==> src/rtl/tws_pkg.sv <==
package tws_pkg;
  typedef enum logic [2:0] {
    ST_IDLE, ST_RX, ST_RXEND, ST_ACK, ST_TX, ST_TXEND, ST_TXNEXT, ST_WAIT
  } st_t;

  typedef enum logic [1:0] {
    K_ADDR, K_PTR, K_DATA
  } kind_t;
endpackage

==> src/rtl/tws_rst_sync.sv <==
module tws_rst_sync #(
  parameter int unsigned STAGES = 2
) (
  input  logic clk,
  input  logic rst_n,
  output logic rst_n_sync
);
  logic [STAGES-1:0] chain_q;

  always_ff @(posedge clk or negedge rst_n) begin
    if (!rst_n) chain_q <= '0;
    else        chain_q <= {chain_q[STAGES-2:0], 1'b1};
  end

  assign rst_n_sync = chain_q[STAGES-1];
endmodule

==> src/rtl/tws_sync.sv <==
module tws_sync #(
  parameter int unsigned WIDTH  = 2,
  parameter int unsigned STAGES = 2
) (
  input  logic             clk,
  input  logic             rst_n,
  input  logic [WIDTH-1:0] din,
  output logic [WIDTH-1:0] cur,
  output logic [WIDTH-1:0] prev
);
  for (genvar g = 0; g < WIDTH; g++) begin : g_line
    logic [STAGES:0] pipe_q;
    always_ff @(posedge clk or negedge rst_n) begin
      if (!rst_n) pipe_q <= '1;
      else        pipe_q <= {pipe_q[STAGES-1:0], din[g]};
    end
    assign cur[g]  = pipe_q[STAGES-1];
    assign prev[g] = pipe_q[STAGES];
  end
endmodule

==> src/rtl/tws_regs.sv <==
module tws_regs #(
  parameter int unsigned NREG = 47,
  localparam int unsigned PW  = $clog2(NREG)
) (
  input  logic          clk,
  input  logic          rst_n,
  input  logic          wr_en,
  input  logic [PW-1:0] wr_addr,
  input  logic [7:0]    wr_data,
  input  logic [PW-1:0] tx_addr,
  output logic [7:0]    tx_data,
  input  logic [PW-1:0] rd_addr,
  output logic [7:0]    rd_data
);
  logic [7:0] mem_q [NREG];

  for (genvar g = 0; g < NREG; g++) begin : g_reg
    logic hit;
    assign hit = wr_en && (wr_addr == PW'(g));
    always_ff @(posedge clk or negedge rst_n) begin
      if (!rst_n)   mem_q[g] <= '0;
      else if (hit) mem_q[g] <= wr_data;
    end
  end

  assign tx_data = (tx_addr < PW'(NREG)) ? mem_q[tx_addr] : '0;

  always_ff @(posedge clk or negedge rst_n) begin
    if (!rst_n) rd_data <= '0;
    else        rd_data <= (rd_addr < PW'(NREG)) ? mem_q[rd_addr] : '0;
  end
endmodule

==> src/rtl/tws_fsm.sv <==
module tws_fsm
  import tws_pkg::*;
#(
  parameter int unsigned NREG   = 47,
  parameter logic [5:0]  DEV_HI = 6'b100110,
  localparam int unsigned PW    = $clog2(NREG),
  localparam logic [7:0]  MAXB  = 8'(NREG - 1)
) (
  input  logic          clk,
  input  logic          rst_n,
  input  logic          addr_sel,
  input  logic          scl_s,
  input  logic          scl_p,
  input  logic          sda_s,
  input  logic          sda_p,
  input  logic [7:0]    tx_byte,
  output logic          wr_en,
  output logic [7:0]    wr_data,
  output logic [PW-1:0] ptr,
  output logic          ptr_load,
  output logic          sda_oe,
  output st_t           st,
  output logic          start_det,
  output logic          stop_det
);
  st_t           st_q, st_d;
  kind_t         kind_q, kind_d;
  logic [2:0]    bcnt_q, bcnt_d;
  logic [7:0]    sh_q, sh_d;
  logic          rw_q, rw_d;
  logic [PW-1:0] ptr_q, ptr_d, ptr_inc;
  logic          oe_q, oe_d;
  logic          scl_rise, scl_fall;

  assign scl_rise  = scl_s & ~scl_p;
  assign scl_fall  = ~scl_s & scl_p;
  assign start_det = scl_s & scl_p & sda_p & ~sda_s;
  assign stop_det  = scl_s & scl_p & ~sda_p & sda_s;
  assign ptr_inc   = (ptr_q == PW'(NREG - 1)) ? ptr_q : ptr_q + 1'b1;

  always_comb begin
    st_d     = st_q;
    kind_d   = kind_q;
    bcnt_d   = bcnt_q;
    sh_d     = sh_q;
    rw_d     = rw_q;
    ptr_d    = ptr_q;
    oe_d     = oe_q;
    wr_en    = 1'b0;
    ptr_load = 1'b0;
    if (start_det) begin
      st_d   = ST_RX;
      kind_d = K_ADDR;
      bcnt_d = '0;
      oe_d   = 1'b0;
    end else if (stop_det) begin
      st_d = ST_IDLE;
      oe_d = 1'b0;
    end else begin
      unique case (st_q)
        ST_RX: if (scl_rise) begin
          sh_d = {sh_q[6:0], sda_s};
          if (bcnt_q == 3'd7) st_d = ST_RXEND;
          else                bcnt_d = bcnt_q + 1'b1;
        end
        ST_RXEND: if (scl_fall) begin
          unique case (kind_q)
            K_ADDR: begin
              if (sh_q[7:1] == {DEV_HI, addr_sel}) begin
                rw_d = sh_q[0];
                oe_d = 1'b1;
                st_d = ST_ACK;
              end else begin
                st_d = ST_WAIT;
              end
            end
            K_PTR: begin
              if (sh_q <= MAXB) begin
                ptr_d    = sh_q[PW-1:0];
                ptr_load = 1'b1;
                oe_d     = 1'b1;
                st_d     = ST_ACK;
              end else begin
                st_d = ST_WAIT;
              end
            end
            default: begin
              wr_en = 1'b1;
              ptr_d = ptr_inc;
              oe_d  = 1'b1;
              st_d  = ST_ACK;
            end
          endcase
        end
        ST_ACK: if (scl_fall) begin
          bcnt_d = '0;
          if (kind_q == K_ADDR && rw_q) begin
            st_d = ST_TX;
            sh_d = tx_byte;
            oe_d = ~tx_byte[7];
          end else begin
            oe_d   = 1'b0;
            st_d   = ST_RX;
            kind_d = (kind_q == K_ADDR) ? K_PTR : K_DATA;
          end
        end
        ST_TX: if (scl_fall) begin
          if (bcnt_q == 3'd7) begin
            oe_d  = 1'b0;
            ptr_d = ptr_inc;
            st_d  = ST_TXEND;
          end else begin
            sh_d   = {sh_q[6:0], 1'b0};
            oe_d   = ~sh_q[6];
            bcnt_d = bcnt_q + 1'b1;
          end
        end
        ST_TXEND: if (scl_rise) begin
          st_d = sda_s ? ST_WAIT : ST_TXNEXT;
        end
        ST_TXNEXT: if (scl_fall) begin
          st_d   = ST_TX;
          sh_d   = tx_byte;
          oe_d   = ~tx_byte[7];
          bcnt_d = '0;
        end
        default: ;
      endcase
    end
  end

  always_ff @(posedge clk or negedge rst_n) begin
    if (!rst_n) begin
      st_q   <= ST_IDLE;
      kind_q <= K_ADDR;
      bcnt_q <= '0;
      sh_q   <= '0;
      rw_q   <= 1'b0;
      ptr_q  <= '0;
      oe_q   <= 1'b0;
    end else begin
      st_q   <= st_d;
      kind_q <= kind_d;
      bcnt_q <= bcnt_d;
      sh_q   <= sh_d;
      rw_q   <= rw_d;
      ptr_q  <= ptr_d;
      oe_q   <= oe_d;
    end
  end

  assign wr_data = sh_q;
  assign ptr     = ptr_q;
  assign sda_oe  = oe_q;
  assign st      = st_q;
endmodule

==> src/rtl/tws_regbank_slave.sv <==
module tws_regbank_slave
  import tws_pkg::*;
#(
  parameter int unsigned NREG        = 47,
  parameter logic [5:0]  DEV_HI      = 6'b100110,
  parameter int unsigned SYNC_STAGES = 2,
  localparam int unsigned PW         = $clog2(NREG)
) (
  input  logic          clk,
  input  logic          rst_n,
  input  logic          addr_sel,
  input  logic          scl_in,
  input  logic          sda_in,
  output logic          sda_oe,
  input  logic [PW-1:0] rd_addr,
  output logic [7:0]    rd_data
);
  logic          rst_n_i;
  logic [1:0]    line_cur, line_prev;
  logic          scl_s, scl_p, sda_s, sda_p;
  logic          wr_en, ptr_load, start_det, stop_det;
  logic [7:0]    wr_data, tx_byte;
  logic [PW-1:0] ptr;
  st_t           st;

  tws_rst_sync #(.STAGES(SYNC_STAGES)) u_rst (
    .clk(clk), .rst_n(rst_n), .rst_n_sync(rst_n_i)
  );

  tws_sync #(.WIDTH(2), .STAGES(SYNC_STAGES)) u_sync (
    .clk(clk), .rst_n(rst_n_i), .din({scl_in, sda_in}),
    .cur(line_cur), .prev(line_prev)
  );

  assign scl_s = line_cur[1];
  assign sda_s = line_cur[0];
  assign scl_p = line_prev[1];
  assign sda_p = line_prev[0];

  tws_fsm #(.NREG(NREG), .DEV_HI(DEV_HI)) u_fsm (
    .clk(clk), .rst_n(rst_n_i), .addr_sel(addr_sel),
    .scl_s(scl_s), .scl_p(scl_p), .sda_s(sda_s), .sda_p(sda_p),
    .tx_byte(tx_byte), .wr_en(wr_en), .wr_data(wr_data), .ptr(ptr),
    .ptr_load(ptr_load), .sda_oe(sda_oe), .st(st),
    .start_det(start_det), .stop_det(stop_det)
  );

  tws_regs #(.NREG(NREG)) u_regs (
    .clk(clk), .rst_n(rst_n_i), .wr_en(wr_en), .wr_addr(ptr),
    .wr_data(wr_data), .tx_addr(ptr), .tx_data(tx_byte),
    .rd_addr(rd_addr), .rd_data(rd_data)
  );
endmodule

==> config.mk <==
export PLATFORM = sky130hd
export DESIGN_NAME = tws_regbank_slave
export DESIGN_NICKNAME = d
export VERILOG_FILES = /design/src/rtl/tws_pkg.sv /design/src/rtl/tws_rst_sync.sv /design/src/rtl/tws_sync.sv /design/src/rtl/tws_regs.sv /design/src/rtl/tws_fsm.sv /design/src/rtl/tws_regbank_slave.sv
export SDC_FILE = /design/constraint.sdc
export NUM_CORES = 1
export LEC_CHECK = 0
export BUFFER_PORTS_ARGS = -buffer_cell sky130_fd_sc_hd__buf_2
export CAP_MARGIN = 20
export CORE_MARGIN = 1
export CORE_UTILIZATION = 45
export CTS_BUF_LIST = sky130_fd_sc_hd__clkbuf_4 sky130_fd_sc_hd__clkbuf_8
export DETAILED_ROUTE_END_ITERATION = 8
export PLACE_DENSITY = 0.59
export RECOVER_POWER = 50
export SYNTH_ARGS = -nofsm -noshare
export SYNTH_HDL_FRONTEND = slang
export SYNTH_HIERARCHICAL = 1
export SYNTH_SLANG_ARGS = --single-unit
==> constraint.sdc <==
create_clock -name clk -period 17.17 [get_ports clk]
set_input_delay 3.434 -clock clk [delete_from_list [all_inputs] [get_ports clk]]
set_output_delay 3.434 -clock clk [all_outputs]
set_load 0.02 [all_outputs]
Word-level counts from Yosys, hierarchy flattened

Cells that the tools add are included.

Bits in registers: 416
Input port bits: 11
Logic and storage cells: 296
Output and inout port bits: 9

Reduce and logical (&&, ||, !) cells: 66
Mux-type cells: 68
Eq/ne operators: 80
Magnitude comparators: 5
Add/subtract/negate cells: 2
Bitwise logic cells: 17

Operator list:

| cell               | count |
|---|---|
| $bmux 8 s6         | 2 |
| $eq 6x5->1 const B | 16 |
| $mux 8             | 12 |
| $eq 6x6->1 const B | 15 |
| $mux 3             | 19 |
| $eq 6x4->1 const B | 8 |
| $logic_and 1x1->1  | 48 |
| $ne 4x3->1 const B | 8 |
| $pmux 8 s4         | 1 |
| $mux 6             | 5 |
| $eq 6x3->1 const B | 4 |
| $pmux 6 s2         | 2 |
| $pmux 3 s6         | 1 |
| $reduce_and 9->1   | 2 |
| $mux 1             | 16 |
| $ge 7x7->1 const B | 2 |
| $ne 2x1->1 const B | 7 |
| $not 6->7          | 2 |
| $eq 3x3->1 const B | 4 |
| $eq 6x2->1 const B | 2 |
| $lt 6x6->1 const B | 2 |
| $mux 2             | 6 |
| $ne 5x4->1 const B | 2 |
| $ne 3x2->1 const B | 3 |
| 28 further kinds   | 49 |

Logic depth before layout (Yosys ltp)

Gate-level depths: netlist of run 1.

Word-level depth: 11
Mapped depth: 11
Depth with buffers taken out: 8

By module

Netlist of run 1, hierarchy kept.

By module, submodules not included:

| module       | cells an instance | sequential area each (um^2) | instances | area an instance (um^2) |
|---|---|---|---|---|
| tws_regs     | 1394              | 9609.2                      | 1         | 20688.6 |
| tws_fsm      | 185               | 600.6                       | 1         | 1675.4 |
| tws_sync     | 10                | 157.7                       | 1         | 187.7 |
| tws_rst_sync | 3                 | 50.0                        | 1         | 53.8 |

Worst setup path before layout of run 1

OpenSTA, ideal clock, no wires.

Path kind: in2reg
Start point: in rd_addr[0]
End point: reg u_regs.rd_data[7]
Cell stages on the path: 8
Slack: 12.106 ns
Data arrival time: 4.914 ns
Library setup time: 0.150 ns
Path through: buf_6 -> buf_6 -> buf_2 -> mux4_2 -> a22oi_1 -> nand2_1 -> nand2_1 -> o311ai_0

Word-level cells in the longest chain between the ends: 5
Elaborated cells on any way between the ends: 6
Those cells by class: order compare (1); mux (4); bitwise (1)

Ends and longest elaborated chain:

| element                                   | RTL line                | source |
|---|---|---|
| start: declaration                        | tws_regbank_slave.sv:15 | `input logic [PW-1:0] rd_addr,` |
| $not 6->7 (not written as such)           | tws_regs.sv:30          | `else rd_data <= (rd_addr < PW'(NREG)) ? mem_q[rd_addr] : '0;` |
| $bmux 8 s6                                | tws_regs.sv:30          |  |
| $mux 8 (not written as such) (2 in a row) | tws_regs.sv:30          |  |
| $mux 8 *                                  | tws_regs.sv:30          |  |
| end signal: assignment                    | tws_regs.sv:30          |  |
| end: declaration                          | tws_regs.sv:13          | `output logic [7:0] rd_data` |

Mark *: on every way between the ends. The rest lies on a longest branch, timed or not. The select of a mux whose other input is x is not followed.
A chain may end at the register's enable or synchronous reset.

==> results of run 1 <==
worst max path at each step:
stage,endpoint,slack (ps),cells past startpoint
CTS,u_regs/rd_data[0],11450,6
global placement,u_regs/rd_data[0],10740,6
finish,u_regs/mem_q[190],9290,2
floorplan,u_fsm/bcnt_q[0],4730,0
global route,u_regs/mem_q[15],7850,2
detailed placement,u_regs/rd_data[0],10730,6
worst reg2reg max path: stages (launching register included):
cell and delay [ps]:
dfrtp_1 2110, clkbuf_1 2730, clkbuf_1 2420
through the flow:
stage                     hold slack, ps  power, mW  setup WS (ps)
after floorplan                      331       1.42           4730
after global placement               334       1.55          10740
after detailed placement             335       1.56          10730
after CTS                            346       2.52          11450
after global routing                 350       2.61           7850
final                                345       2.49           9290
per-layer routing:
metal  track usage  wire length [µm]  vias to the layer above
met2         0.405             30100                      519
met1         0.387             29000                     7912
met4        0.0987              2020                        0
li1              -                 -                     6105
met3        0.0506              4570                      117
met5             0                 0                        -
power groups by stage:
| stage | combinational, mW | clock, mW | sequential, mW |
|---|---|---|---|
| 2_1_floorplan | 0.356 | 0 | 1.06 |
| 3_3_place_gp | 0.439 | 0 | 1.12 |
| 3_5_place_dp | 0.443 | 0 | 1.12 |
| 4_1_cts | 0.444 | 0.976 | 1.10 |
| 5_1_grt | 0.476 | 1.02 | 1.11 |
| 6_report | 0.441 | 0.953 | 1.10 |
registers in the layout, summed over array words and instances (netlist names):
signal                cells
u_regs/rd_data            8
u_sync/g_line.pipe_q      6
u_fsm/rw_q                1
u_fsm/kind_q              2
u_fsm/st                  3
u_regs/mem_q            376
u_fsm/sda_oe              1
u_fsm/wr_data             8
u_fsm/bcnt_q              3
u_rst/chain_q             2
u_fsm/ptr                 6
area by class of cell:
cell class	instances	area (µm²)	share of cell area
timing repair buffer	45	305	0.0124
clock inverter	9	75.1	0.00305
inverter	11	41.3	0.00168
clock buffer	113	1420	0.0579
sequential	416	10400	0.424
multi-input combinational	1037	11500	0.467
tap	664	831	0.0338
==> run metrics, run 1 <==
top cell family by delay on the critical path buffers and inverters; TritonRoute pass-1 iters 5; CP Class reg2async; setup bufs post-CTS 0; GRT Total Usage 0.269; Die X approximately 230 µm; most common cell after layout, fill and taps aside dfrtp_1; critical-path cell list clkbuf_1 > clkbuf_1; most frequent cells in the layout dfrtp_1, mux2_2, mux4_2, clkbuf_8, mux2i_1; post-detail-place hpwl 41.4 mm; worst path bufs/invs 2; CTS max path bufs 3; r2r setup slk 9290 ps; peak supply drop around 67 µV; clock power share 0.382; crit path capture type async pin; Fin. Hold Viols 0; io pins 20; post-route core utilization 0.499; vias in the first global route between 10000 and 15000; max-cap violation count 7; reg2reg end u_regs/mem_q[190]; outcome finished, violations left; clk slew on worst S/H paths 60 ps; P_sw slightly above 800 µW; CP Launch Type flip-flop; Remaining DRCs 0; Area after DPL between 20000 and 25000 µm²; Critical Path Max Stage Delay 2720 ps; syn avg cell area roughly 14 µm²; die area roughly 51000 µm²; Initial Util 0.459; TritonCTS clock tree built; Root Buffer Master clkbuf_8; H-Tree Depth 3; Yosys warning count 6; number of cells after detailed placement 2173; Least-Margin Pin Slew approximately 3800 ps; failing checks capacitance limit, slew limit; Wirelength per Cell 28.6 µm; antenna-violating nets left 0; fin cells between 2000 and 2500; LEAKAGE 11.4 nW; Gate power share 0.177; Hold Path Class reg2reg; cell count after synthesis 1589; post-CTS sizing 0; Num CTS Buffers 74; setup TNS 0 ps; Post-CTS Hold Fix Bufs 0; Tcrit/Tclk final 0.459; Tmin final 7880 ps; RSZ-0062 raised after global routing no; Pwr Density 101 nW/µm²; Fill cells 4310; grt ovf 0; CP dominant cell by count clkbuf_1; max-slew violation count 335; Post-Syn Area 22600 µm²; layout cells sized above 1 0.457; 1st-iter DRT viols 1387; initial antenna violation count 0; fmax 127 MHz; area grow syn2layout 8.82%; switching share of power 0.325; Synth Net Count 1604; Seq pwr share 0.441; Int Pwr between 1.5 and 2 mW; Core Rows 81; PortBufs 19; worst skew pair latency 670 ps; CP Max Fanout 67; Nets 1600; WHS Endpoint u_rst/chain_q[1]; Total Routed Length roughly 66 mm; design area 24600 µm²; drt via density approximately 6.4; core footprint 49300 µm²; Worst EP required 17230 ps; n_diodes 0; Hold Path Origin u_rst/chain_q[0]; TritonCTS sink count 416; RD Place Congestion 0.924; WHS Path Cells 0; Setup crit start u_rst/chain_q[1]; Reg-to-Reg Start u_rst/chain_q[1]; Slew headroom -1.57; CP arrival approximately 7900 ps; die span in y 226 µm; Final Skew 32.1 ps; worst-case reg-to-reg path depth 2; CP max-delay cell clkbuf_1; Via Count around 15000; final setup vio count 0; largest net degree at the start of global routing 161; first-pass GRT wire length 100 mm
No activity file was read; power rests on OpenSTA's default activity.
==> run 2: changes to the inputs <==
==> constraint.sdc (replaced) <==
create_clock -name clk -period 7.3 [get_ports clk]
set_input_delay 1.46 -clock clk [delete_from_list [all_inputs] [get_ports clk]]
set_output_delay 1.46 -clock clk [all_outputs]
set_load 0.02 [all_outputs]
==> run 2 against run 1 <==
The flow still finishes with violations (capacitance limit, slew limit). Cell count about the same. Largest power group unchanged. Final area increased by 0.16%. Maximum frequency grew 89%. Worst hold slack improved by 5.7 ps. Worst setup slack lost 6200 ps. Clock skew increased by 11 ps. Via count decreased by 0.99%.
==> run metrics, run 2 (synthesis results as in run 1) <==
Tmin final around 4200 ps; Post-CTS Hold Fix Bufs 0; antenna-violating nets left 0; Least-Margin Pin Slew 2850 ps; setup TNS 0 ps; multi-input logic area 11500 µm²; GRT Total Usage 0.266; Wirelength per Cell 28.5 µm; Initial Util 0.459; TritonRoute pass-1 iters 6; Num CTS Buffers 75; post-detail-place hpwl 41.5 mm; layout cells sized above 1 0.459; largest reg by FF count u_regs/mem_q; TritonCTS clock tree built; register area 10400 µm²; peak supply drop 143 µV; LEAKAGE 11.4 nW; drt via density 6.32; crit path capture type async pin; CP arrival approximately 4600 ps; max-slew violation count 230; max-cap violation count 5; die span in y 226 µm; Fin. Hold Viols 0; io pins 20; Nets 1600; H-Tree Depth 3; 1st-iter DRT viols 1210; Root Buffer Master clkbuf_8; initial antenna violation count 1; flip-flop count of the largest register after layout around 380; outcome finished, violations left; Tcrit/Tclk final 0.573; Final Skew about 43 ps; most frequent cells in the layout dfrtp_1, mux2_2, mux4_2, clkbuf_8, mux2i_1; die area ~50000 µm²; clk slew on worst S/H paths roughly 60 ps; Die X 226 µm; post-CTS sizing 0; Core Rows 81; CP max-delay cell dfrtp_1; largest net degree at the start of global routing 150; Worst EP required 7700 ps; core footprint roughly 49000 µm²; failing checks capacitance limit, slew limit; CP Max Fanout 68; worst path bufs/invs 1; Hold Path Class reg2reg; PortBufs 19; Via Count 14500; grt ovf 0; CTS max path bufs 3; setup bufs post-CTS 0; fmax 239 MHz; n_diodes 0; PnR Total Power 5.87 mW; final setup vio count 0; RD Place Congestion 0.881; most common cell after layout, fill and taps aside dfrtp_1; CP Launch Type flip-flop; Total Routed Length between 60 and 70 mm; vias in the first global route 14700; Remaining DRCs 0; Critical Path Max Stage Delay around 2300 ps; worst skew pair latency 660 ps; critical-path cell list clkbuf_2; top cell family by delay on the critical path flip-flops; final hold slack 351 ps; CP Class reg2async; RSZ-0062 raised after global routing no; Slew headroom -0.901; Pwr Density 238 nW/µm²; TritonCTS sink count 416; area grow syn2layout 9.00%; first-pass GRT wire length 98.8 mm; Fill cells 4259
==> run 2: cell count changes in the layout (fill, tap and decap cells not counted), sizes merged <==
cell / delta
clkinv: -1
clkbuf: -2
inv: +1
clkinvlp: +3
==> run 2: through the flow <==
stage / cells / instance area [µm²] / util / setup WS (ps)
4_1_cts: 2295 / 24600 / 0.500 / 3430
5_1_grt: 2296 / 24600 / 0.500 / 2390
6_report: 2296 / 24600 / 0.500 / 3120
3_5_place_dp: 2171 / 23100 / 0.469 / 2860
2_1_floorplan: 1589 / 22600 / - / 520
3_3_place_gp: 2170 / 23100 / 0.469 / 2860
==> run 2: worst paths after layout <==
| path | end | start | cells after the start | slack [ps] |
|---|---|---|---|---|
| max | u_regs/mem_q[271] | u_rst/chain_q[1] | 1 | 3120 |
| min | u_rst/chain_q[1] | u_rst/chain_q[0] | 0 | 350 |
| max reg2reg | u_regs/mem_q[271] | u_rst/chain_q[1] | 1 | 3120 |
| min reg2reg | u_rst/chain_q[1] | u_rst/chain_q[0] | 0 | 350 |
| max in group clk | u_fsm/sda_oe | u_fsm/ptr[0] | 9 | 3310 |
| min in group asynchronous | u_rst/chain_q[0] | rst_n | 1 | 590 |
==> run 2: per-layer routing <==
| metal | GRT usage | vias to the layer above | wire length (µm) |
|---|---|---|---|
| met5 | 0 | - | 12 |
| met3 | 0.0536 | 95 | 4260 |
| met4 | 0.0961 | 2 | 1990 |
| met1 | 0.386 | 7786 | 29600 |
| li1 | - | 6104 | - |
| met2 | 0.397 | 521 | 29600 |
==> run 2: power breakdown <==
| part | switching (mW) | total [mW] | leakage [nW] | internal [mW] |
|---|---|---|---|---|
| clock | 0.984 | 2.25 | 0.790 | 1.26 |
| sequential | 0.263 | 2.62 | 5.74 | 2.36 |
| combinational | 0.668 | 1.00 | 4.83 | 0.334 |
==> run 2: area by class of cell <==
cell class                 instances  share of cell area
clock buffer                     112              0.0573
clock inverter                    12             0.00412
inverter                          11             0.00168
multi-input combinational       1037               0.467
sequential                       416               0.424
tap                              664              0.0337
timing repair buffer              44              0.0129
==> run 3: changes to the inputs <==
==> constraint.sdc (replaced) <==
create_clock -name clk -period 3.9 [get_ports clk]
set_input_delay 0.78 -clock clk [delete_from_list [all_inputs] [get_ports clk]]
set_output_delay 0.78 -clock clk [all_outputs]
set_load 0.02 [all_outputs]
==> run 3 against run 2 <==
The run still ends with capacitance limit, slew limit left. Combinational power is 120% higher. Maximum frequency grew 30%. Clock skew down 15 ps. Sequential share of layout area down 0.84 points. Largest cell class unchanged.
==> run metrics, run 3 (synthesis results as in run 1) <==
clk slew on worst S/H paths 60 ps; outcome finished, violations left; die area 51100 µm²; CP Class reg2reg; largest net degree at the start of global routing 115; Nets 1638; Worst EP required 4450 ps; Fin. Hold Viols 0; H-Tree Depth 3; largest reg by FF count u_regs/mem_q; CP Max Fanout 19; area grow syn2layout 11.2%; fin cells 2342; Remaining DRCs 0; first-pass GRT wire length ~100 mm; most common cell after layout, fill and taps aside dfrtp_1; max-cap violation count 1; io pins 20; CP arrival 3770 ps; TritonCTS sink count 416; Pwr Density 451 nW/µm²; WHS Path Cells 1; flip-flop count of the largest register after layout about 380; setup TNS 0 ps; TritonCTS clock tree built; TritonRoute pass-1 iters 6; Area after DPL roughly 23000 µm²; RSZ-0062 raised after global routing no; Slew headroom -0.225; PortBufs 19; CTS max path bufs 3; Tmin final 3210 ps; Wirelength per Cell between 20 and 30 µm; number of cells after detailed placement approximately 2200; peak supply drop 300 µV; Die X 226 µm; fmax 311 MHz; crit path capture type flip-flop; Total Routed Length 66.2 mm; most frequent cells in the layout dfrtp_1, mux2_2, mux4_2, clkbuf_8, mux2i_1; max-slew violation count 38; Initial Util 0.459; failing checks capacitance limit, slew limit; Via Count 14800; final setup vio count 0; core footprint 49300 µm²; antenna-violating nets left 0; worst skew pair latency 650 ps; grt ovf 0; Core Rows 81; Least-Margin Pin Slew 1840 ps; n_diodes 0; GRT Total Usage 0.269; initial antenna violation count 0; drt via density 6.33; post-detail-place hpwl 44.0 mm; die span in y 226 µm; layout cells sized above 1 0.475; design area 25100 µm²; worst-case reg-to-reg path depth 9; RD Place Congestion between 0.8 and 0.9; vias in the first global route 15100; 1st-iter DRT viols 1408; Hold Path Class in2reg; CP Launch Type flip-flop; Num CTS Buffers 76; Tcrit/Tclk final 0.824; Root Buffer Master clkbuf_8; LEAKAGE between 10 and 15 nW; Final Skew around 28 ps
## run 3: worst max-delay path, stage by stage (launching register included)
cell	delay (ps)
dfrtp_4	680
buf_4	370
mux4_2	550
a22oi_1	170
nand3_1	80
o21ai_0	400
o21ai_0	340
nor3b_1	290
a211oi_1	70
nor3_1	140
## run 3: cell type report
type / count / area, µm²
flip-flops and latches: 416 / 10400
well taps: 664 / 831
clock buffers: 120 / 1480
inverters: 11 / 41.3
fillers: 4294 / 24100
multi-input cells: 1037 / 11500
repair buffers: 81 / 717
clock inverters: 13 / 129
## run 3: layer usage
layer | vias up | global-route usage | share of wire
met5 | - | 0 | 0
met2 | 525 | 0.418 | 0.47
met3 | 91 | 0.0472 | 0.061
li1 | 6207 | - | -
met1 | 7996 | 0.382 | 0.44
met4 | 0 | 0.0931 | 0.027
## run 3: report_power, final
group | switching (mW) | internal, mW
registers | 0.311 | 4.43
clock network | 1.85 | 2.53
logic | 1.49 | 0.725
total | 3.65 | 7.68
## run 3: final timing paths
check,startpoint,endpoint,slack [ps]
hold / removal,sda_in,u_sync/g_line[0].pipe_q[0],250
max in group asynchronous,u_rst/chain_q[1],u_regs/mem_q[165],910
hold reg to reg,u_rst/chain_q[0],u_rst/chain_q[1],350
min in group asynchronous,rst_n,u_rst/chain_q[0],450
setup / recovery,u_fsm/ptr[0],u_fsm/sda_oe,690
setup reg to reg,u_fsm/ptr[0],u_fsm/sda_oe,690
## run 3: through the flow
stage	power [mW]	util	worst slack, ps	hold slack (ps)
global route	11.8	0.510	387	218
CTS	11.4	0.510	767	196
finish	11.3	0.510	687	246
global placement	6.95	0.477	722	337
floorplan	6.23	-	-178	331
detailed placement	6.98	0.477	774	340
## run 3: timing repair
action                    4_1_cts  5_1_grt
resized for setup               0        0
setup buffers                   0        0
hold endpoints to repair        2        0
hold buffers                    1        0
